<file path="config.mk">
export PLATFORM = sky130hd
export DESIGN_NAME = pvdev_regs
export DESIGN_NICKNAME = d
export VERILOG_FILES = /design/src/rtl/pvdev_pkg.sv /design/src/rtl/pvdev_decode.sv /design/src/rtl/pvdev_ctrl.sv /design/src/rtl/pvdev_cfg_window.sv /design/src/rtl/pvdev_regs.sv
export SDC_FILE = /design/constraint.sdc
export NUM_CORES = 1
export LEC_CHECK = 0
export ABC_CLOCK_PERIOD_IN_PS = 2400
export BUFFER_PORTS_ARGS = -buffer_cell sky130_fd_sc_hd__buf_2
export CAP_MARGIN = 20
export CORE_MARGIN = 5
export CORE_UTILIZATION = 33
export DETAILED_ROUTE_END_ITERATION = 16
export HOLD_SLACK_MARGIN = 0.02
export SLEW_MARGIN = 20
export SYNTH_ARGS = -nofsm -noshare
export SYNTH_HDL_FRONTEND = slang
export SYNTH_SLANG_ARGS = --single-unit
</file>
<file path="constraint.sdc">
create_clock -name clk -period 2.4 [get_ports clk]
set_input_delay 0.48 -clock clk [delete_from_list [all_inputs] [get_ports clk]]
set_output_delay 0.48 -clock clk [all_outputs]
set_load 0.01 [all_outputs]
</file>
<file path="src/rtl/pvdev_pkg.sv">
package pvdev_pkg;

    typedef enum logic [1:0] {
        SZ_BYTE = 2'd0,
        SZ_HALF = 2'd1,
        SZ_WORD = 2'd2
    } io_size_e;

    localparam logic [7:0] OFS_DEVFEAT = 8'h00;
    localparam logic [7:0] OFS_GSTFEAT = 8'h04;
    localparam logic [7:0] OFS_QPFN    = 8'h08;
    localparam logic [7:0] OFS_QSIZE   = 8'h0C;
    localparam logic [7:0] OFS_QSEL    = 8'h0E;
    localparam logic [7:0] OFS_NOTIFY  = 8'h10;
    localparam logic [7:0] OFS_STATUS  = 8'h12;
    localparam logic [7:0] OFS_ISR     = 8'h13;
    localparam logic [7:0] OFS_CFG     = 8'h14;

    localparam int CFG_WIN_BYTES = 128;
    localparam int CFG_IDX_W     = $clog2(CFG_WIN_BYTES);

    // One-hot style strobes produced by the decoder for a single access.
    typedef struct packed {
        logic                 rd_devfeat;
        logic                 rd_qpfn;
        logic                 rd_qsize;
        logic                 rd_status;
        logic                 rd_isr;
        logic                 rd_cfg;
        logic                 wr_gstfeat;
        logic                 wr_qpfn;
        logic                 wr_qsel;
        logic                 wr_notify;
        logic                 wr_status;
        logic [CFG_IDX_W-1:0] cfg_idx;
    } io_dec_t;

    function automatic logic reg_hit(input logic [7:0] addr, input logic [1:0] size,
                                     input logic [7:0] ofs, input io_size_e want);
        return (addr == ofs) && (io_size_e'(size) == want);
    endfunction

    function automatic logic cfg_hit(input logic [7:0] addr, input logic [1:0] size);
        return (addr >= OFS_CFG) && ({1'b0, addr} < ({1'b0, OFS_CFG} + 9'(CFG_WIN_BYTES)))
               && (io_size_e'(size) == SZ_BYTE);
    endfunction

endpackage

</file>
<file path="src/rtl/pvdev_decode.sv">
module pvdev_decode
    import pvdev_pkg::*;
(
    input  logic       io_wr,
    input  logic       io_rd,
    input  logic [7:0] io_addr,
    input  logic [1:0] io_size,
    output io_dec_t    dec
);
    logic [7:0] cfg_off;

    assign cfg_off = io_addr - OFS_CFG;

    always_comb begin
        dec            = '0;
        dec.rd_devfeat = io_rd && reg_hit(io_addr, io_size, OFS_DEVFEAT, SZ_WORD);
        dec.rd_qpfn    = io_rd && reg_hit(io_addr, io_size, OFS_QPFN,    SZ_WORD);
        dec.rd_qsize   = io_rd && reg_hit(io_addr, io_size, OFS_QSIZE,   SZ_HALF);
        dec.rd_status  = io_rd && reg_hit(io_addr, io_size, OFS_STATUS,  SZ_BYTE);
        dec.rd_isr     = io_rd && reg_hit(io_addr, io_size, OFS_ISR,     SZ_BYTE);
        dec.rd_cfg     = io_rd && cfg_hit(io_addr, io_size);
        dec.wr_gstfeat = io_wr && reg_hit(io_addr, io_size, OFS_GSTFEAT, SZ_WORD);
        dec.wr_qpfn    = io_wr && reg_hit(io_addr, io_size, OFS_QPFN,    SZ_WORD);
        dec.wr_qsel    = io_wr && reg_hit(io_addr, io_size, OFS_QSEL,    SZ_HALF);
        dec.wr_notify  = io_wr && reg_hit(io_addr, io_size, OFS_NOTIFY,  SZ_HALF);
        dec.wr_status  = io_wr && reg_hit(io_addr, io_size, OFS_STATUS,  SZ_BYTE);
        dec.cfg_idx    = cfg_off[CFG_IDX_W-1:0];
    end
endmodule

</file>
<file path="src/rtl/pvdev_ctrl.sv">
module pvdev_ctrl
    import pvdev_pkg::*;
#(
    parameter int PFN_W  = 32,
    parameter int QSEL_W = 16,
    parameter int STAT_W = 8
) (
    input  logic              clk,
    input  logic              rst,
    input  io_dec_t           dec,
    input  logic [31:0]       wdata,
    input  logic              set_irq,
    output logic [31:0]       guest_feat,
    output logic [PFN_W-1:0]  qpfn,
    output logic [QSEL_W-1:0] qsel,
    output logic [STAT_W-1:0] status,
    output logic [STAT_W-1:0] isr,
    output logic              irq,
    output logic              notify_valid,
    output logic [QSEL_W-1:0] notify_queue
);
    logic soft_rst;

    assign soft_rst = dec.wr_status && (wdata[STAT_W-1:0] == '0);

    always_ff @(posedge clk) begin
        if (rst || soft_rst) begin
            qpfn   <= '0;
            qsel   <= '0;
            status <= '0;
            isr    <= '0;
            irq    <= 1'b0;
        end else begin
            if (dec.wr_qpfn)   qpfn   <= wdata[PFN_W-1:0];
            if (dec.wr_qsel)   qsel   <= wdata[QSEL_W-1:0];
            if (dec.wr_status) status <= wdata[STAT_W-1:0];
            if (set_irq) begin
                isr <= isr | STAT_W'(1);
                irq <= 1'b1;
            end else if (dec.rd_isr) begin
                isr <= '0;
                irq <= 1'b0;
            end
        end
    end

    always_ff @(posedge clk) begin
        if (rst) begin
            guest_feat <= '0;
        end else if (dec.wr_gstfeat) begin
            guest_feat <= wdata;
        end
    end

    always_ff @(posedge clk) begin
        if (rst) begin
            notify_valid <= 1'b0;
            notify_queue <= '0;
        end else begin
            notify_valid <= dec.wr_notify;
            if (dec.wr_notify) notify_queue <= wdata[QSEL_W-1:0];
        end
    end
endmodule

</file>
<file path="src/rtl/pvdev_cfg_window.sv">
module pvdev_cfg_window
    import pvdev_pkg::*;
#(
    parameter int CFG_LEN = 8
) (
    input  logic [CFG_LEN*8-1:0]  cfg_bytes,
    input  logic [CFG_IDX_W-1:0]  idx,
    output logic [7:0]            rbyte
);
    logic [7:0] win [CFG_WIN_BYTES];

    for (genvar i = 0; i < CFG_WIN_BYTES; i++) begin : g_win
        if (i < CFG_LEN) begin : g_pop
            assign win[i] = cfg_bytes[i*8 +: 8];
        end else begin : g_empty
            assign win[i] = 8'h00;
        end
    end

    assign rbyte = win[idx];
endmodule

</file>
<file path="src/rtl/pvdev_regs.sv">
module pvdev_regs
    import pvdev_pkg::*;
#(
    parameter logic [31:0] DEV_FEATURES = 32'h0000_0001,
    parameter int          QUEUE_SIZE   = 32,
    parameter int          CFG_LEN      = 8
) (
    input  logic                 clk,
    input  logic                 rst,
    input  logic                 io_wr,
    input  logic                 io_rd,
    input  logic [7:0]           io_addr,
    input  logic [1:0]           io_size,
    input  logic [31:0]          io_wdata,
    output logic [31:0]          io_rdata,
    input  logic                 set_irq,
    input  logic [CFG_LEN*8-1:0] cfg_bytes,
    output logic                 irq_o,
    output logic                 notify_valid,
    output logic [15:0]          notify_queue,
    output logic [31:0]          queue_pfn_o,
    output logic [7:0]           status_o,
    output logic [31:0]          guest_feat_o
);
    localparam int QSEL_W = 16;
    localparam int STAT_W = 8;
    localparam logic [15:0] QSIZE_VAL = 16'(QUEUE_SIZE);

    io_dec_t           dec;
    logic [QSEL_W-1:0] qsel_val;
    logic [STAT_W-1:0] isr_val;
    logic [7:0]        cfg_rbyte;

    pvdev_decode u_dec (
        .io_wr   (io_wr),
        .io_rd   (io_rd),
        .io_addr (io_addr),
        .io_size (io_size),
        .dec     (dec)
    );

    pvdev_ctrl #(.PFN_W(32), .QSEL_W(QSEL_W), .STAT_W(STAT_W)) u_ctrl (
        .clk          (clk),
        .rst          (rst),
        .dec          (dec),
        .wdata        (io_wdata),
        .set_irq      (set_irq),
        .guest_feat   (guest_feat_o),
        .qpfn         (queue_pfn_o),
        .qsel         (qsel_val),
        .status       (status_o),
        .isr          (isr_val),
        .irq          (irq_o),
        .notify_valid (notify_valid),
        .notify_queue (notify_queue)
    );

    pvdev_cfg_window #(.CFG_LEN(CFG_LEN)) u_cfg (
        .cfg_bytes (cfg_bytes),
        .idx       (dec.cfg_idx),
        .rbyte     (cfg_rbyte)
    );

    always_comb begin
        io_rdata = '0;
        if (dec.rd_devfeat) io_rdata = DEV_FEATURES;
        if (dec.rd_qsize)   io_rdata = {16'h0, QSIZE_VAL};
        if (dec.rd_qpfn)    io_rdata = (qsel_val == '0) ? queue_pfn_o : '0;
        if (dec.rd_status)  io_rdata = {24'h0, status_o};
        if (dec.rd_isr)     io_rdata = {24'h0, isr_val};
        if (dec.rd_cfg)     io_rdata = {24'h0, cfg_rbyte};
    end
endmodule

</file>
==> impl_metrics.csv <==
group,metric,value,unit
synth,synth_enable_flop_cells,0,
global_route,global_route_wire_length_before_repair,23.80,mm
synth,synth-simple-area-share,0.2227,
setup_path,reg2regPathDepth,2,
setup_path,timing.critical_path.arrival,2.06,ns
cts,cts_hold_buffers,0,
cells_and_area,final_layout_size_suffix_gt1_frac,0.4182,
synth,postSynthNetCount,652,
cts,clock_tree.buffer_depth,2,
detailed_routing,detailedRoute.firstIterationViolations,193,
cells_and_area,nNetsFinal,892,
detailed_routing,avgRoutedWirePerCell,16.85,um
global_route,vias_in_the_first_global_route,4544,
placement,gp_congestion,0.8068,
setup_path,critPathCaptureType,"primary output",
cells_and_area,antennaDiodeCount,0,
cts,clkTransAtPathRegs,0.07,ns
synth,synth-adder-area-share,0.01048,
cells_and_area,mostFrequentLayoutCells,"buf_2 (228), nand2_1 (133), dfxtp_1 (104), a21oi_1 (66), mux2i_1 (48)",
die,initial_utilization,0.3323,
timing,worstMarginPinSlew,0.4961,ns
synth,synth.yosys.warnings,0,
timing,max_slew_margin,0.6693,
timing,finalWorstPathRequiredPeriod,2.543,ns
power,vdd_drop_max,0.0003018,V
run_status,status,"finished, violations left",
global_route,number_of_antenna_violations_at_the_first_check_in_global_routing,0,
setup_path,cpMaxStageDelayCell,"o31ai_1",
timing,setup_repair_after_global_routing_missed_its_margin,"true",
die,floorplan.core_area,0.01437,mm2
placement,io_buffer_count,232,
global_route,grt_start_max_net_pins,35,
synth,synth.mux.area_fraction,0.1761,
timing,final.setup.worst_slack,-0.1430,ns
setup_path,timing.critical_path.slowest_cell_delay,0.26,ns
detailed_routing,routed_via_density,4.857,
timing,setup_violations,29,
cells_and_area,nFillCells,1453,
setup_path,cpMostUsedCell,"buf_2",
synth,area_fraction_in_compound_gates_after_synthesis,0.1017,
detailed_routing,detail_route.first_pass.iterations,5,
power,p_leak,0.003185,uW
placement,place_worst_setup_slack,-0.1290,ns
synth,synth-seq-area-share,0.4444,
synth,ys_dominant_reg_cell,"dfxtp_1",
die,io_pins,233,
cts,clk-insertion-delay-late,0.34,ns
synth,synthesis.area_per_instance,8.891,um2
setup_path,worst-setup-path-type,"in2out",
setup_path,crit_required,1.92,ns
setup_path,timing.rr.start,"u_ctrl.qpfn[6]",
run_status,violations,"negative setup slack",
detailed_routing,detail_route.drc_violations,0,
worst_hold_path,worst_hold_path_type,"in2reg",
die,die_area,0.01697,mm2
cts,clock_sink_count,106,
synth,syn-instance-count,537,
setup_path,worst_setup_path_start_kind,"primary input",
die,die_width,130.3,um
cells_and_area,utilization,0.4712,
cts,clock_root_buffer,"clkbuf_16",
setup_path,regToRegSetupSlack,1.71,ns
synth,dominant_combinational_cell_family_by_area_after_synthesis,"simple AND/OR/NAND/NOR gates",
timing,max_freq,0.3932,GHz
detailed_routing,vias,4692,
setup_path,crit_chain,"buf_2, inv_2, ha_4, nor2b_4, o31ai_1, o311a_1, nand4b_1, buf_6, o211ai_1, buf_2",
global_route,globalRoute.totalOverflow,0,
timing,min_period_over_period,1.060,
cts,numCtsBuffers,9,
timing,finClkSkew,0,ns
synth,combined_area_of_all_synthesized_cells,0.004775,mm2
setup_path,critical_path_buf_inv_count,4,
detailed_routing,antenna_left,0,
power,p_per_area,534.2,mW/mm2
timing,final.setup.tns,-1.659,ns
global_route,globalRouteTotalUtil,0.1796,
setup_path,worstSetupPathDepth,10,
synth,yosys.area_share.xor_xnor,0.001834,
synth,fraction_of_synthesis_flops_using_an_asynchronous_set_or_reset_pin,0,
cells_and_area,area_delta_synth_final,41.80,%
synth,synth.distinct_cells,41,
setup_path,worst-path-max-fanout,7,
die,rows,44,
die,die_h,130.3,um
cts,cts_htree_levels,3,
setup_path,critPathTopFamily,"compound AO/OA/AOI/OAI gates",
synth,ys_ff_latch,106,
setup_path,r2r-end,"u_ctrl.qpfn[6]",
setup_path,crit_start,"io_addr[2]",
setup_path,setup.worst_path.end,"io_rdata[5]",
timing,timing.final.hold_violations,0,
flow_run,cap_violations,0,
cts,clock_tree_from_tritoncts,"done",
placement,hpwlAfterDp,12.01,mm
timing,finalMaxSlewViolations,0,
cells_and_area,most_common_cell_after_layout_fill_and_taps_aside,"buf_2",
detailed_routing,routed_wirelength,16.28,mm
==> worst reg2reg max path, cell delays in order, from the launching register on <==
cell	delay [ns]
dfxtp_1	0.42
nand2_1	0.08
a21oi_1	0.13
==> power breakdown <==
group | internal (uW) | switching (uW)
logic | 161 | 155
clock network | 850 | 691
registers | 1760 | 1.25
total | 2770 | 847
==> sequential cells by signal (all words and copies together) (netlist names) <==
register and count:
u_ctrl.guest_feat 32, u_ctrl.qpfn 32, u_ctrl.notify_queue 16, u_ctrl.qsel 16
u_ctrl.status 8, u_ctrl.irq 1, u_ctrl.notify_valid 1
==> cell families after synthesis <==
group	Yosys count
buffers and inverters	40
XOR/XNOR	1
adder cells (fa/ha/maj)	4
AND/OR/NAND/NOR	236
flip-flops	106
multiplexers	64
AO/OA/AOI/OAI	86
==> Yosys cell counts, drive strengths merged (4+ instances only) <==
library cell / instances / share of area
nor2: 46 / 0.037
buf: 21 / 0.028
dfxtp: 106 / 0.44
a22oi: 6 / 0.0094
nand2: 133 / 0.10
nor4: 7 / 0.0092
mux4: 16 / 0.075
and2: 24 / 0.031
mux2i: 48 / 0.10
clkbuf: 16 / 0.013
o21ai: 6 / 0.0063
a21oi: 66 / 0.069
ha: 4 / 0.010
==> per-layer routing <==
layer / share of wire / vias to the layer above / GRT usage
met3: 0.083 / 15 / 0.04339
li1: - / 2315 / -
met5: 0 / - / 0
met2: 0.50 / 168 / 0.3123
met4: 0.013 / 0 / 0.04340
met1: 0.41 / 2194 / 0.2242
==> timing repair <==
item                                    in CTS  in global routing
endpoints found under the setup margin      32                 32
endpoints found under the hold margin        0                  0
pin swaps                                    5                 15
cloned                                       0                  1
gates resized for setup                     10                 35
setup buffers                                0                  1
==> final cells by class <==
type | count | area (um2) | share of cell area
clock inverters | 6 | 72.57 | 0.01072
well taps | 184 | 230.2 | 0.03400
inverters | 3 | 13.76 | 0.002033
multi-input cells | 391 | 2555 | 0.3774
flip-flops and latches | 106 | 2125 | 0.3138
repair buffers | 266 | 1535 | 0.2268
clock buffers | 10 | 239.0 | 0.03530
==> how the worst min path moves through the flow <==
stage,startpoint,end,slack [ns],cells after the start
2_1_floorplan,u_ctrl.qsel[0],u_ctrl.qsel[0],0.46,2
3_3_place_gp,u_ctrl.guest_feat[29],u_ctrl.guest_feat[29],0.44,2
3_5_place_dp,u_ctrl.guest_feat[0],u_ctrl.guest_feat[0],0.44,2
4_1_cts,set_irq,u_ctrl.irq,0.36,3
5_1_grt,io_wdata[18],u_ctrl.guest_feat[18],0.37,3
6_report,set_irq,u_ctrl.irq,0.37,3
==> stage by stage <==
step / hold slack [ns] / power, uW / area, um2 / cells
2_1_floorplan: 0.4608 / 1934 / 4775 / 537
3_3_place_gp: 0.4364 / 2106 / 6289 / 948
3_5_place_dp: 0.4400 / 2107 / 6289 / 948
4_1_cts: 0.3639 / 3650 / 6644 / 964
5_1_grt: 0.3709 / 3760 / 6770 / 966
6_report: 0.3663 / 3617 / 6770 / 966
Power figures use the tool's default switching activity.
